[config.mk]
export PLATFORM = sky130hd
export DESIGN_NAME = muxbus_cycle_ctrl
export DESIGN_NICKNAME = d
export VERILOG_FILES = /design/src/rtl/muxbus_pkg.sv /design/src/rtl/muxbus_seq.sv /design/src/rtl/muxbus_pins.sv /design/src/rtl/muxbus_addr_latch.sv /design/src/rtl/muxbus_cycle_ctrl.sv
export SDC_FILE = /design/constraint.sdc
export NUM_CORES = 1
export LEC_CHECK = 0
export BUFFER_PORTS_ARGS = -buffer_cell sky130_fd_sc_hd__buf_4
export CAP_MARGIN = 20
export CORE_MARGIN = 2
export CORE_UTILIZATION = 30
export CTS_CLUSTER_SIZE = 8
export DETAILED_ROUTE_END_ITERATION = 7
export GPL_TIMING_DRIVEN = 1
export HOLD_SLACK_MARGIN = 0.1
export PLACE_DENSITY = 0.5
export RECOVER_POWER = 100
export SKIP_LAST_GASP = 1
export SYNTH_ARGS = -nofsm -noshare
export SYNTH_HDL_FRONTEND = slang
export SYNTH_SLANG_ARGS = --single-unit
export TNS_END_PERCENT = 1
[constraint.sdc]
create_clock -name clk -period 1.6 [get_ports clk]
set_input_delay 0.32 -clock clk [delete_from_list [all_inputs] [get_ports clk]]
set_output_delay 0.32 -clock clk [all_outputs]
set_load 0.005 [all_outputs]
[src/rtl/muxbus_pkg.sv]
package muxbus_pkg;
  parameter int unsigned ADDR_W = 16;
  parameter int unsigned DATA_W = 8;
  localparam int unsigned HI_W  = ADDR_W - DATA_W;
  localparam int unsigned N_STROBE = 4;

  typedef enum logic [1:0] {
    PH_IDLE = 2'd0,
    PH_T1   = 2'd1,
    PH_T2   = 2'd2,
    PH_T3   = 2'd3
  } tphase_e;

  typedef struct packed {
    logic [ADDR_W-1:0] addr;
    logic              write;
    logic              io;
    logic [DATA_W-1:0] wdata;
  } bus_req_t;
endpackage

[src/rtl/muxbus_seq.sv]
module muxbus_seq
  import muxbus_pkg::*;
(
  input  logic              clk,
  input  logic              rst_n,
  input  logic              req_valid,
  input  bus_req_t          req_in,
  input  logic [DATA_W-1:0] ad_in,
  output logic              req_ready,
  output tphase_e           phase,
  output bus_req_t          cur,
  output logic              done,
  output logic [DATA_W-1:0] rdata
);
  tphase_e phase_nxt;
  logic    accept;

  assign req_ready = (phase == PH_IDLE);
  assign accept    = req_valid && req_ready;

  always_comb begin
    phase_nxt = phase;
    unique case (phase)
      PH_IDLE: if (accept) phase_nxt = PH_T1;
      PH_T1:   phase_nxt = PH_T2;
      PH_T2:   phase_nxt = PH_T3;
      PH_T3:   phase_nxt = PH_IDLE;
      default: phase_nxt = PH_IDLE;
    endcase
  end

  always_ff @(posedge clk or negedge rst_n) begin
    if (!rst_n) begin
      phase <= PH_IDLE;
      cur   <= '0;
      done  <= 1'b0;
      rdata <= '0;
    end else begin
      phase <= phase_nxt;
      done  <= (phase == PH_T3);
      if (accept) cur <= req_in;
      if (phase == PH_T3 && !cur.write) rdata <= ad_in;
    end
  end

  a_r1_t1_follows_accept: assert property (@(posedge clk) disable iff (!rst_n)
    (req_valid && req_ready) |=> (phase == PH_T1));
  a_r2_three_tstates: assert property (@(posedge clk) disable iff (!rst_n)
    (phase == PH_T1) |=> (phase == PH_T2) ##1 (phase == PH_T3) ##1 (phase == PH_IDLE));
  a_r10_done_after_t3: assert property (@(posedge clk) disable iff (!rst_n)
    (phase == PH_T3) |=> (done && phase == PH_IDLE));
  a_r10_done_single: assert property (@(posedge clk) disable iff (!rst_n)
    done |=> !done);
  a_r10_rdata_hold: assert property (@(posedge clk) disable iff (!rst_n)
    (phase != PH_T3) |=> $stable(rdata));
  a_r11_req_held: assert property (@(posedge clk) disable iff (!rst_n)
    (phase != PH_IDLE) |=> $stable(cur));
endmodule

[src/rtl/muxbus_pins.sv]
module muxbus_pins
  import muxbus_pkg::*;
(
  input  tphase_e               phase,
  input  bus_req_t              cur,
  output logic                  ale,
  output logic [HI_W-1:0]       addr_hi,
  output logic [DATA_W-1:0]     ad_out,
  output logic                  ad_oe,
  output logic                  rd_n,
  output logic                  wr_n,
  output logic                  io_m,
  output logic [N_STROBE-1:0]   strobe_n
);
  logic data_ph;
  logic wr_drive;

  assign data_ph  = (phase == PH_T2) || (phase == PH_T3);
  assign wr_drive = data_ph && cur.write;

  assign ale     = (phase == PH_T1);
  assign addr_hi = cur.addr[ADDR_W-1:DATA_W];
  assign ad_oe   = ale || wr_drive;
  assign rd_n    = !(data_ph && !cur.write);
  assign wr_n    = !wr_drive;
  assign io_m    = cur.io;

  always_comb begin
    if (ale)           ad_out = cur.addr[DATA_W-1:0];
    else if (wr_drive) ad_out = cur.wdata;
    else               ad_out = '0;
  end

  // strobe index {space, direction}: 0 mem rd, 1 mem wr, 2 io rd, 3 io wr
  for (genvar g = 0; g < N_STROBE; g++) begin : g_strobe
    localparam logic SPACE = 1'((g >> 1) & 1);
    localparam logic DIR   = 1'(g & 1);
    if (DIR) begin : g_wr
      assign strobe_n[g] = !((io_m == SPACE) && !wr_n);
    end else begin : g_rd
      assign strobe_n[g] = !((io_m == SPACE) && !rd_n);
    end
  end
endmodule

[src/rtl/muxbus_addr_latch.sv]
module muxbus_addr_latch #(
  parameter int unsigned W = 8
) (
  input  logic         clk,
  input  logic         rst_n,
  input  logic         le,
  input  logic [W-1:0] d,
  output logic [W-1:0] q
);
  always_ff @(posedge clk or negedge rst_n) begin
    if (!rst_n)  q <= '0;
    else if (le) q <= d;
  end

  a_r4_capture: assert property (@(posedge clk) disable iff (!rst_n)
    le |=> (q == $past(d)));
  a_r4_hold: assert property (@(posedge clk) disable iff (!rst_n)
    !le |=> $stable(q));
endmodule

[src/rtl/muxbus_cycle_ctrl.sv]
module muxbus_cycle_ctrl
  import muxbus_pkg::*;
(
  input  logic              clk,
  input  logic              rst_n,
  input  logic              req_valid,
  output logic              req_ready,
  input  logic [ADDR_W-1:0] req_addr,
  input  logic              req_write,
  input  logic              req_io,
  input  logic [DATA_W-1:0] req_wdata,
  output logic              busy,
  output logic              done,
  output logic [DATA_W-1:0] rdata,
  output logic              ale,
  output logic [HI_W-1:0]   addr_hi,
  output logic [DATA_W-1:0] ad_out,
  output logic              ad_oe,
  input  logic [DATA_W-1:0] ad_in,
  output logic              rd_n,
  output logic              wr_n,
  output logic              io_m,
  output logic              memr_n,
  output logic              memw_n,
  output logic              ior_n,
  output logic              iow_n,
  output logic [DATA_W-1:0] latched_lo
);
  bus_req_t            req_in;
  bus_req_t            cur;
  tphase_e             phase;
  logic [N_STROBE-1:0] strobe_n;

  assign req_in = '{addr: req_addr, write: req_write, io: req_io, wdata: req_wdata};
  assign busy   = (phase != PH_IDLE);

  muxbus_seq u_seq (
    .clk, .rst_n, .req_valid, .req_in, .ad_in,
    .req_ready, .phase, .cur, .done, .rdata
  );

  muxbus_pins u_pins (
    .phase, .cur, .ale, .addr_hi, .ad_out, .ad_oe,
    .rd_n, .wr_n, .io_m, .strobe_n
  );

  muxbus_addr_latch #(.W(DATA_W)) u_latch (
    .clk, .rst_n, .le(ale), .d(ad_out), .q(latched_lo)
  );

  assign memr_n = strobe_n[0];
  assign memw_n = strobe_n[1];
  assign ior_n  = strobe_n[2];
  assign iow_n  = strobe_n[3];

  a_r1_not_ready_busy: assert property (@(posedge clk) disable iff (!rst_n)
    busy |-> !req_ready);
  a_r2_busy_len: assert property (@(posedge clk) disable iff (!rst_n)
    $rose(busy) |=> busy ##1 busy ##1 !busy);
  a_r3_ale_single: assert property (@(posedge clk) disable iff (!rst_n)
    ale |=> !ale);
  a_r3_ale_drives: assert property (@(posedge clk) disable iff (!rst_n)
    ale |-> (ad_oe && busy && rd_n && wr_n));
  a_r5_iom_stable: assert property (@(posedge clk) disable iff (!rst_n)
    (busy && $past(busy)) |-> $stable(io_m));
  a_r6_read_float: assert property (@(posedge clk) disable iff (!rst_n)
    !rd_n |-> (!ad_oe && busy));
  a_r7_write_drive: assert property (@(posedge clk) disable iff (!rst_n)
    !wr_n |-> (ad_oe && busy));
  a_r8_exclusive: assert property (@(posedge clk) disable iff (!rst_n)
    !(!rd_n && !wr_n));
  a_r9_one_strobe: assert property (@(posedge clk) disable iff (!rst_n)
    $onehot0(~strobe_n));
  a_r9_mem_read: assert property (@(posedge clk) disable iff (!rst_n)
    !memr_n |-> (!rd_n && !io_m));
  a_r9_io_write: assert property (@(posedge clk) disable iff (!rst_n)
    !iow_n |-> (!wr_n && io_m));
endmodule

==> Flow_metrics.wiki <==
{| class="wikitable"
! Metric !! Value
|-
| Worst Setup Path Type || register to output pin
|-
| Cell type with the largest total area after synthesis || dfrtp_1
|-
| Number of nets in the layout || 284
|-
| Library cell with the highest instance count after synthesis || dfrtp_1
|-
| Switching pwr || 1.91 mW
|-
| Run status || finished, violations left
|-
| Number of enable-type register cells in the synthesized netlist || 0
|-
| Clock latency reported for the late side of the worst-skew pair || 0.29 ns
|-
| Synthesis-to-layout area growth || 51.3%
|-
| Wire length of the first global-routing pass || 6860 um
|-
| Pint || 3.98 mW
|-
| Final Worst Setup Slack || -0.303 ns
|-
| Critical path startpoint category || register
|-
| Leakage component of the power || 1.42 nW
|-
| Switch share || 32.4%
|-
| Maximum VDD drop || 0.715 mV
|-
| Power per unit of standard cell area || 1990 mW/mm^2
|-
| Initial cell density of the core || 31.0%
|-
| Total vias in the final route || 1,427
|-
| Prevailing post-synth register cell || dfrtp_1
|-
| Synth top area cells || dfrtp_1, mux2_2, inv_1
|-
| Antenna violations before repair || 0
|-
| Total number of clock tree sinks || 45
|-
| Portion of total power attributed to the clock network || 12.9%
|-
| Total Routed Length || 4340 um
|-
| Transition time at the pin with the least slew margin || 0.579 ns
|-
| Antenna-violating nets left || 0
|-
| Worst min-delay path class || input port to register
|-
| CTS max path bufs || 2
|-
| Post-synth ARST share || 100%
|-
| Post-synthesis register bit count || 45
|-
| Cell area after technology mapping || 0.00196 mm^2
|-
| Crit path max fanout || 11
|-
| HPWL after detailed placement || 3110 um
|-
| Worst slew slack as a fraction of its limit || 61.4%
|-
| TritonCTS buffer count || 5
|-
| Total DRC errors in the routed layout || 0
|-
| Max-capacitance violation count || 0
|-
| Share of Yosys cell area claimed by the top area cell type || 57.6%
|-
| Count of synthesis-stage warnings from yosys || 0
|-
| # diodes || 0
|-
| H-tree levels || 2
|-
| Share of power burned in registers || 35.0%
|-
| Cell types with the highest counts after synthesis || dfrtp_1, mux2_2, inv_1
|-
| Area of the core || 0.00631 mm^2
|-
| Synth Instances || 153
|-
| Critical path data required time || 1.28 ns
|-
| First-pass iteration count of the detailed router || 4
|-
| Post-synthesis sequential area ratio || 57.6%
|-
| Hold Fails Final Rpt || 0
|-
| Count of unique library cells instantiated by Yosys || 20
|-
| Maximum number of pins on one net before global-route repair || 46
|-
| Final setup violating endpoints || 44
|-
| Global-route usage over all layers || 12.2%
|-
| Part of the power in combinational logic || 52.1%
|-
| Die span in x || 84.7 um
|-
| Sum of overflow across all layers after global routing || 0
|-
| Via count normalized by instance count || 4.45
|-
| Vertical die dimension || 84.7 um
|-
| Setup repair after global routing missed its margin || true
|-
| Violated checks || negative setup slack
|-
| Clk_skew || 0.00814 ns
|-
| Clock transition time at the flip-flop clock pins of the worst setup and hold paths || 0.08 ns
|-
| Time the final worst path needs with I/O delays and setup || 1.90 ns
|-
| Final RePlAce weighted congestion || 0.797
|-
| Number of max-slew violations in the final report || 0
|-
| Number of global-route vias before repair || 1,389
|-
| Row cnt || 29
|-
| Portion of the clock cycle consumed by the worst path in the final layout || 119%
|-
| Ports placed on the boundary || 81
|-
| Utilization of the core after routing || 46.9%
|-
| Sum Neg Setup Slack || -8.20 ns
|-
| Worst Setup End Kind || output pin
|-
| Die area || 0.00718 mm^2
|-
| Average detailed-routed wire length per instance || 13.5 um
|-
| Port Buf Inserts || 80
|-
| Fmax || 0.525 GHz
|-
| Net Count, Synth || 194
|-
| CTS tree || yes
|-
| Arrival time of the worst setup path || 1.58 ns
|-
| Clock Tree Root || clkbuf_8
|-
| Mean post-synth cell area || 12.8 um^2
|-
| Share of layout cells above drive strength 1 || 64.3%
|-
| Iteration-0 DRC Markers || 26
|-
| Slack of the worst reg-to-reg path || -0.18 ns
|}
[critical path, cell delays in order (launching register included)]
cell,delay [ns]
dfrtp_2,0.45
inv_2,0.07
ha_4,0.19
clkbuf_16,0.17
o31ai_2,0.27
buf_4,0.15
[registers in the layout (all words and copies together) (netlist names)]
signal	cells
u_seq.cur	26
u_latch.q	8
u_seq.rdata	8
u_seq.phase	2
u_seq.done	1
[power by group through the flow]
stage / Sequential (mW) / Combinational [mW] / Clock, mW
2_1_floorplan: 2.01 / 1.38 / 0
3_3_place_gp: 2.04 / 2.70 / 0
3_5_place_dp: 2.06 / 2.72 / 0
4_1_cts: 2.04 / 2.87 / 0.798
5_1_grt: 2.15 / 3.34 / 0.843
6_report: 2.06 / 3.07 / 0.759
[kinds of logic (layout without fill, tap and decap cells)]
group                      Yosys count  in the layout  share of synthesized area (%)
DFF                                 45             45                           57.6
and+or+nand+nor                     15             15                           3.71
buffers and inverters               33            124                           8.96
adders and majority gates            4              4                           2.56
AOI/OAI and AO/OA                   21             21                           7.04
muxes                               35             35                           20.2
[metrics by stage]
| step | instances | area, um^2 | total power [mW] | setup WS, ns | hold slack [ns] |
|---|---|---|---|---|---|
| finish | 321 | 2960 | 5.89 | -0.303 | 0.253 |
| global route | 321 | 2960 | 6.34 | -0.382 | 0.234 |
| CTS | 320 | 2850 | 5.70 | -0.321 | 0.241 |
| detailed placement | 309 | 2680 | 4.77 | -0.128 | 0.364 |
| global placement | 309 | 2680 | 4.74 | -0.110 | 0.372 |
| floorplan | 153 | 1960 | 3.40 | 0.0806 | 0.0244 |
[what timing repair did]
item	CTS	global route
gates cloned	0	1
pin swaps	0	1
hold endpoints to repair	45	0
setup endpoints to repair	38	53
resized for setup	9	16
setup buffers	2	0
hold buffers	1	0
[path summary, 6_finish.rpt]
path,start,endpoint,depth (start not counted)
worst min-delay path,req_addr[12],u_seq.cur[22],2
min in group asynchronous,rst_n,u_seq.rdata[5],2
worst min register to register,u_seq.rdata[7],u_seq.rdata[7],1
worst max register to register,u_seq.phase[0],u_seq.cur[16],7
worst max-delay path,u_seq.phase[1],ad_out[1],5
max in group asynchronous,rst_n,u_seq.phase[0],2
[layout by cell type, fill, tap and decap left out, types with 3 or more instances in the layout]
master	netlist	layout
buf_12	0	3
buf_4	8	91
clkbuf_8	2	7
dfrtp_1	45	43
ha_4	0	3
inv_1	20	18
mux2_2	35	35
nand2_1	9	8
o21ai_0	9	9
o31ai_4	0	5
[per-layer routing]
layer / track usage [%] / vias up / wire length, um
li1: - / 682 / -
met5: 0 / - / 0
met3: 4.33 / 5 / 344
met4: 3.90 / 0 / 42
met2: 19.2 / 48 / 2100
met1: 15.7 / 692 / 1860
[layout make-up]
type	instances	area, um^2
Clock inverter	1	5.00
Multi-Input combinational cell	75	779
Timing Repair Buffer	96	778
Inverter	20	75.1
Sequential cell	45	1130
Tap cell	77	96.3
Clock buffer	7	96.3
Fill cell	627	3350
Note: power is estimated with default switching activity, not from simulation.
